## src/rtl/tally_pkg.sv

```systemverilog
package tally_pkg;
    localparam int TALLY_N = 3;

    typedef enum logic [1:0] {
        CS_EMPTY,
        CS_LOW,
        CS_HIGH,
        CS_FULL
    } cnt_state_e;

    localparam int IDX_ALIGN = 0;
    localparam int IDX_CRC   = 1;
    localparam int IDX_LOST  = 2;
endpackage

```

## src/rtl/tally_event_qual.sv

```systemverilog
module tally_event_qual
    import tally_pkg::*;
(
    input  logic               ev_align,
    input  logic               ev_crc,
    input  logic               ev_nobuf,
    input  logic               addr_match,
    input  logic               monitor_en,
    output logic [TALLY_N-1:0] inc
);
    always_comb begin
        inc            = '0;
        inc[IDX_ALIGN] = ev_align & addr_match;
        inc[IDX_CRC]   = ev_crc & addr_match;
        inc[IDX_LOST]  = monitor_en ? addr_match : (ev_nobuf & addr_match);
    end

    always_comb begin
        if (!addr_match) begin
            assert_qual_needs_match_R4: assert (inc == '0);
        end
        if (monitor_en) begin
            assert_monitor_counts_match_R7: assert (inc[IDX_LOST] == addr_match);
        end
    end
endmodule

```

## src/rtl/tally_cell.sv

```systemverilog
module tally_cell
    import tally_pkg::*;
#(
    parameter int W    = 8,
    parameter int CEIL = 192
) (
    input  logic         clk,
    input  logic         rst_n,
    input  logic         inc,
    input  logic         clr,
    output logic [W-1:0] count,
    output cnt_state_e   state
);
    localparam logic [W-1:0] CEIL_V  = CEIL[W-1:0];
    localparam logic [W-1:0] CEIL_M1 = CEIL_V - 1'b1;
    localparam logic [W-1:0] HALF_M1 = {1'b0, {(W-1){1'b1}}};
    localparam logic [W-1:0] ONE_V   = {{(W-1){1'b0}}, 1'b1};

    cnt_state_e   st_nx;
    logic [W-1:0] cnt_nx;

    always_ff @(posedge clk or negedge rst_n) begin
        if (!rst_n) begin
            state <= CS_EMPTY;
            count <= '0;
        end else begin
            state <= st_nx;
            count <= cnt_nx;
        end
    end

    always_comb begin
        st_nx  = state;
        cnt_nx = count;
        unique case (state)
            CS_EMPTY: begin
                if (inc) begin
                    st_nx  = CS_LOW;
                    cnt_nx = ONE_V;
                end
            end
            CS_LOW: begin
                if (clr) begin
                    st_nx  = inc ? CS_LOW : CS_EMPTY;
                    cnt_nx = inc ? ONE_V : '0;
                end else if (inc) begin
                    cnt_nx = count + 1'b1;
                    if (count == HALF_M1) st_nx = CS_HIGH;
                end
            end
            CS_HIGH: begin
                if (clr) begin
                    st_nx  = inc ? CS_LOW : CS_EMPTY;
                    cnt_nx = inc ? ONE_V : '0;
                end else if (inc) begin
                    cnt_nx = count + 1'b1;
                    if (count == CEIL_M1) st_nx = CS_FULL;
                end
            end
            CS_FULL: begin
                if (clr) begin
                    st_nx  = inc ? CS_LOW : CS_EMPTY;
                    cnt_nx = inc ? ONE_V : '0;
                end
            end
            default: begin
                st_nx  = CS_EMPTY;
                cnt_nx = '0;
            end
        endcase
    end

    assert_ceiling_R2: assert property (@(posedge clk) disable iff (!rst_n)
        count <= CEIL_V);
    assert_sat_hold_R2: assert property (@(posedge clk) disable iff (!rst_n)
        (count == CEIL_V && !clr) |=> count == CEIL_V);
    assert_read_clear_R3: assert property (@(posedge clk) disable iff (!rst_n)
        (clr && !inc) |=> count == '0);
    assert_read_keep_event_R8: assert property (@(posedge clk) disable iff (!rst_n)
        (clr && inc) |=> count == ONE_V);
    assert_step_R4: assert property (@(posedge clk) disable iff (!rst_n)
        (inc && !clr && count < CEIL_V) |=> count == $past(count) + 1'b1);
    assert_state_match_R9: assert property (@(posedge clk) disable iff (!rst_n)
        ((state == CS_HIGH) || (state == CS_FULL)) == count[W-1]);
endmodule

```

## src/rtl/tally_read_port.sv

```systemverilog
module tally_read_port
    import tally_pkg::*;
#(
    parameter int N = TALLY_N,
    parameter int W = 8,
    localparam int SEL_W = (N > 1) ? $clog2(N + 1) : 1
) (
    input  logic                  clk,
    input  logic                  rst_n,
    input  logic                  rd_en,
    input  logic [SEL_W-1:0]      rd_sel,
    input  logic [N-1:0][W-1:0]   counts,
    output logic [N-1:0]          clr,
    output logic [W-1:0]          rd_data
);
    logic [W-1:0] picked;

    always_comb begin
        picked = '0;
        clr    = '0;
        for (int i = 0; i < N; i++) begin
            if (rd_sel == SEL_W'(i)) begin
                picked = counts[i];
                clr[i] = rd_en;
            end
        end
    end

    always_ff @(posedge clk or negedge rst_n) begin
        if (!rst_n) rd_data <= '0;
        else if (rd_en) rd_data <= picked;
    end

    assert_hold_R10: assert property (@(posedge clk) disable iff (!rst_n)
        !rd_en |=> $stable(rd_data));
    assert_bad_index_R3: assert property (@(posedge clk) disable iff (!rst_n)
        (rd_en && int'(rd_sel) >= N) |=> rd_data == '0);
    assert_one_clear_R3: assert property (@(posedge clk) disable iff (!rst_n)
        $onehot0(clr));
endmodule

```

## src/rtl/err_tally_top.sv

```systemverilog
module err_tally_top
    import tally_pkg::*;
#(
    parameter int W    = 8,
    parameter int CEIL = 192
) (
    input  logic         clk,
    input  logic         rst_n,
    input  logic         ev_align,
    input  logic         ev_crc,
    input  logic         ev_nobuf,
    input  logic         addr_match,
    input  logic         monitor_en,
    input  logic         rd_en,
    input  logic [1:0]   rd_sel,
    output logic [W-1:0] rd_data,
    output logic         half_flag
);
    logic [TALLY_N-1:0]        inc;
    logic [TALLY_N-1:0]        clr;
    logic [TALLY_N-1:0][W-1:0] counts;
    logic [TALLY_N-1:0]        upper;
    cnt_state_e                states [TALLY_N];

    tally_event_qual u_qual (
        .ev_align   (ev_align),
        .ev_crc     (ev_crc),
        .ev_nobuf   (ev_nobuf),
        .addr_match (addr_match),
        .monitor_en (monitor_en),
        .inc        (inc)
    );

    for (genvar g = 0; g < TALLY_N; g++) begin : g_cell
        tally_cell #(.W(W), .CEIL(CEIL)) u_cell (
            .clk   (clk),
            .rst_n (rst_n),
            .inc   (inc[g]),
            .clr   (clr[g]),
            .count (counts[g]),
            .state (states[g])
        );
        assign upper[g] = (states[g] == CS_HIGH) || (states[g] == CS_FULL);
    end

    tally_read_port #(.N(TALLY_N), .W(W)) u_rd (
        .clk     (clk),
        .rst_n   (rst_n),
        .rd_en   (rd_en),
        .rd_sel  (rd_sel),
        .counts  (counts),
        .clr     (clr),
        .rd_data (rd_data)
    );

    assign half_flag = |upper;

    assert_flag_needs_high_R9: assert property (@(posedge clk) disable iff (!rst_n)
        half_flag |-> (counts[0][W-1] || counts[1][W-1] || counts[2][W-1]));
endmodule

```

## config.mk

```make
export PLATFORM = sky130hd
export DESIGN_NAME = err_tally_top
export DESIGN_NICKNAME = d
export VERILOG_FILES = /design/src/rtl/tally_pkg.sv /design/src/rtl/tally_event_qual.sv /design/src/rtl/tally_cell.sv /design/src/rtl/tally_read_port.sv /design/src/rtl/err_tally_top.sv
export SDC_FILE = /design/constraint.sdc
export NUM_CORES = 1
export LEC_CHECK = 0
export BUFFER_PORTS_ARGS = -buffer_cell sky130_fd_sc_hd__clkbuf_2
export CAP_MARGIN = 20
export CORE_MARGIN = 2
export CORE_UTILIZATION = 46
export CTS_BUF_LIST = sky130_fd_sc_hd__clkbuf_4
export CTS_CLUSTER_SIZE = 25
export DETAILED_ROUTE_END_ITERATION = 10
export GPL_TIMING_DRIVEN = 0
export SLEW_MARGIN = 20
export SYNTH_ARGS = -nofsm -noshare
export SYNTH_HDL_FRONTEND = slang
export SYNTH_SLANG_ARGS = --single-unit
```

## constraint.sdc

```tcl
create_clock -name clk -period 4.05 [get_ports clk]
set_clock_uncertainty 0.1 [all_clocks]
set_input_delay 0.6075 -clock clk [delete_from_list [all_inputs] [get_ports clk]]
set_output_delay 0.6075 -clock clk [all_outputs]
set_load 0.01 [all_outputs]
```

==> results_dict.tcl <==
set metrics [dict create \
    status "finished clean" \
    rows 27 \
    max-cap-violations 0 \
    synthToLayoutAreaGrowth_pct 10.2 \
    drt_iter0_drc 87 \
    grt-ovfl-total 0 \
    regToRegStartpoint "g_cell[2].u_cell.state[0]$_DFFE_PN0P_" \
    switching_power_w 0.000666 \
    nets 347 \
    via_count 2181 \
    grt_max_degree 39 \
    initial_utilization 0.471 \
    worstReg2RegEnd "g_cell[2].u_cell.state[1]$_DFFE_PN0P_" \
    core_um2 5470 \
    synth_edf_count 0 \
    p_int_w 0.000932 \
    wl_per_cell_um 14.3 \
    clk_path_buf_depth 2 \
    chipWidth_um 78.9 \
    reg2reg_depth 6 \
    antenna_found_initial 0 \
    wl_um 5660 \
    yosysSeqAreaShare 0.369 \
    sw_frac_of_total 0.417 \
    synth_area_leader_cell "dfrtp_1" \
    yosys.area.top_type_share 0.369 \
    insertion_delay_ns 0.35 \
    ioPinCount 19 \
    fin_setup_tns_ns 0 \
    cts_root_buf "clkbuf_4" \
    gp_congestion 0.807 \
    dpl.hpwl_um 4210 \
    crit_path_end_kind "output port" \
    criticalPathCategory "reg -> out" \
    p_leak_nw 1.26 \
    min_period_over_period 0.598 \
    reg2reg_slack_ns 1.96 \
    netlist_area_um2 2580 \
    drive_above_1_share 0.136 \
    synth-xor-area-share 0.0339 \
    worstSetupStartpoint "g_cell[2].u_cell.state[0]$_DFFE_PN0P_" \
    htree_levels 2 \
    hold_viol 0 \
    critPathArrivalTime_ns 1.71 \
    vdd_ir_drop_max_v 0.000298 \
    grt_pass1_wl_um 9760 \
    drv_slew 0 \
    post-route-drc-count 0 \
    cts_hold_buf 0 \
    post_cts_resized 0 \
    fillers 548 \
    maxSlewHeadroom 0.427 \
    power.share.clock 0.173 \
    port_buffers 18 \
    grt_pass1_vias 2000 \
    final_area_um2 2840 \
    ant_nets 0 \
    synth_top_flop_cell "dfrtp_1" \
    post-route-min-period_ns 2.42 \
    postPlaceCellArea_um2 2760 \
    clkTransAtPathRegs_ns 0.12 \
    fmax_mhz 413 \
    crit_end "half_flag" \
    dr.pass1.iters 4 \
    combPwrFrac 0.503 \
    cts_tree "yes" \
    synth_top_family_by_area "simple AND/OR/NAND/NOR gates" \
    die_h_um 78.9 \
    power_density_nw_per_um2 562 \
    rsz0062_at_grt "no" \
    setup_violations 0 \
    synthArstFlopShare 1.00 \
    hold_path_class "in -> async" \
    clock-sinks 38 \
    synth_area_leaders "dfrtp_1 (37%), ha_1 (7.3%), a21oi_1 (6.6%)" \
    synthAdderAreaFrac 0.0727 \
    synth-simple-area-share 0.245 \
    synth_area_per_cell_um2 8.69 \
    syn_inst 297 \
    ys_warn_count 0 \
    grt_usage 0.198 \
    diodes 0 \
    p_seq_frac 0.324 \
    synth_compound_area_frac 0.190 \
    die_area_um2 6220 \
    layout_commonest_cell "dfrtp_1" \
    cts_made_buffers 5 \
    synth_mux_area_frac 0.0490 \
    syn-num-nets 322 \
    vias_per_cell 5.52 \
    critPathMaxFanout 9 \
    mostFrequentLayoutCells "dfrtp_1 (38), a21oi_1 (34), nor2_1 (32), nand2_1 (23), o21ai_0 (23)" \
    worst_pin_slew_ns 0.860 \
    critPathLaunchType "flop" \
    post_cts_buffers 0 \
    crit_required_ns 3.34 \
    synth_seq_cells 38 \
    ys_types 52 \
]
-- flip-flops by register name, summed over array words and instances, names as in the netlist --
signal and flops:
u_rd.rd_data 8, g_cell.u_cell.count 24, g_cell.u_cell.state 6
-- cell usage after synthesis (3+ instances only) --
cell	number
a21oi_1	34
dfrtp_1	38
a22oi_1	3
and2_1	4
nor3b_1	3
nor3_1	3
inv_1	11
a21boi_0	3
buf_4	3
mux2i_1	7
xnor2_1	4
nand2b_1	4
and3_1	7
clkbuf_1	5
xor2_1	6
nand2_1	23
o21ai_0	23
nand4_1	4
mux2_2	5
nor2b_1	6
nor2_1	32
ha_1	15
nand3_1	15
-- per-layer routing --
| metal | part of all wire | up-vias | GRT usage |
|---|---|---|---|
| li1 | - | 1115 | - |
| met1 | 0.51 | 1034 | 0.292 |
| met2 | 0.45 | 23 | 0.299 |
| met3 | 0.022 | 9 | 0.0284 |
| met4 | 0.018 | 0 | 0.0672 |
| met5 | 0 | - | 0 |
-- kinds of logic after synthesis --
logic type / after synthesis
AO/OA/AOI/OAI: 83
XOR/XNOR: 10
adder cells (fa/ha/maj): 15
buffers and inverters: 21
flip-flops: 38
multiplexers: 12
AND/OR/NAND/NOR: 118
-- how the worst min path moves through the flow --
stage,startpoint,endpoint,slack [ns],cells past startpoint
after detailed placement,u_rd.rd_data[5]$_DFFE_PN0P_,u_rd.rd_data[5]$_DFFE_PN0P_,0.40,2
after floorplan,rst_n,g_cell[0].u_cell.count[0]$_DFFE_PN0P_,0.21,0
after global routing,rst_n,g_cell[1].u_cell.count[6]$_DFFE_PN0P_,0.33,1
after CTS,rst_n,u_rd.rd_data[6]$_DFFE_PN0P_,0.33,1
final,rst_n,g_cell[1].u_cell.count[4]$_DFFE_PN0P_,0.25,1
after global placement,u_rd.rd_data[5]$_DFFE_PN0P_,u_rd.rd_data[5]$_DFFE_PN0P_,0.40,2
-- per-stage QoR --
step | util | total power, W | hold WS (ns) | cells | setup slack [ns]
final | 0.519 | 0.00160 | 0.249 | 395 | 1.63
after global routing | 0.519 | 0.00175 | 0.332 | 395 | 1.51
after CTS | 0.519 | 0.00161 | 0.335 | 395 | 1.59
after detailed placement | 0.504 | 0.00133 | 0.405 | 387 | 1.78
after global placement | 0.504 | 0.00132 | 0.403 | 387 | 1.79
after floorplan | - | 0.00114 | 0.212 | 297 | 2.08
-- worst max-delay path, cell delays in order (launching register included) --
cell	delay, ns
dfrtp_1	0.43
ha_1	0.20
clkbuf_1	0.21
nor4_1	0.31
nand2_1	0.09
clkbuf_2	0.13
-- cell type report --
cell class,count,area [um2],share of cell area
Buffer,10,63.8,0.0224
Clock buffer,7,52.6,0.0185
Clock inverter,1,30.0,0.0106
Inverter,11,41.3,0.0145
Multi-Input combinational cell,238,1520,0.536
Sequential cell,38,951,0.335
Tap cell,72,90.1,0.0317
Timing Repair Buffer,18,90.1,0.0317
-- power groups by stage --
stage / logic, W / registers [W] / clock network (W)
global route: 0.000923 / 0.000530 / 0.000297
global placement: 0.000795 / 0.000523 / 0
detailed placement: 0.000803 / 0.000525 / 0
finish: 0.000804 / 0.000518 / 0.000276
floorplan: 0.000629 / 0.000508 / 0
CTS: 0.000806 / 0.000517 / 0.000283
Note: power is estimated with default switching activity, not from simulation.
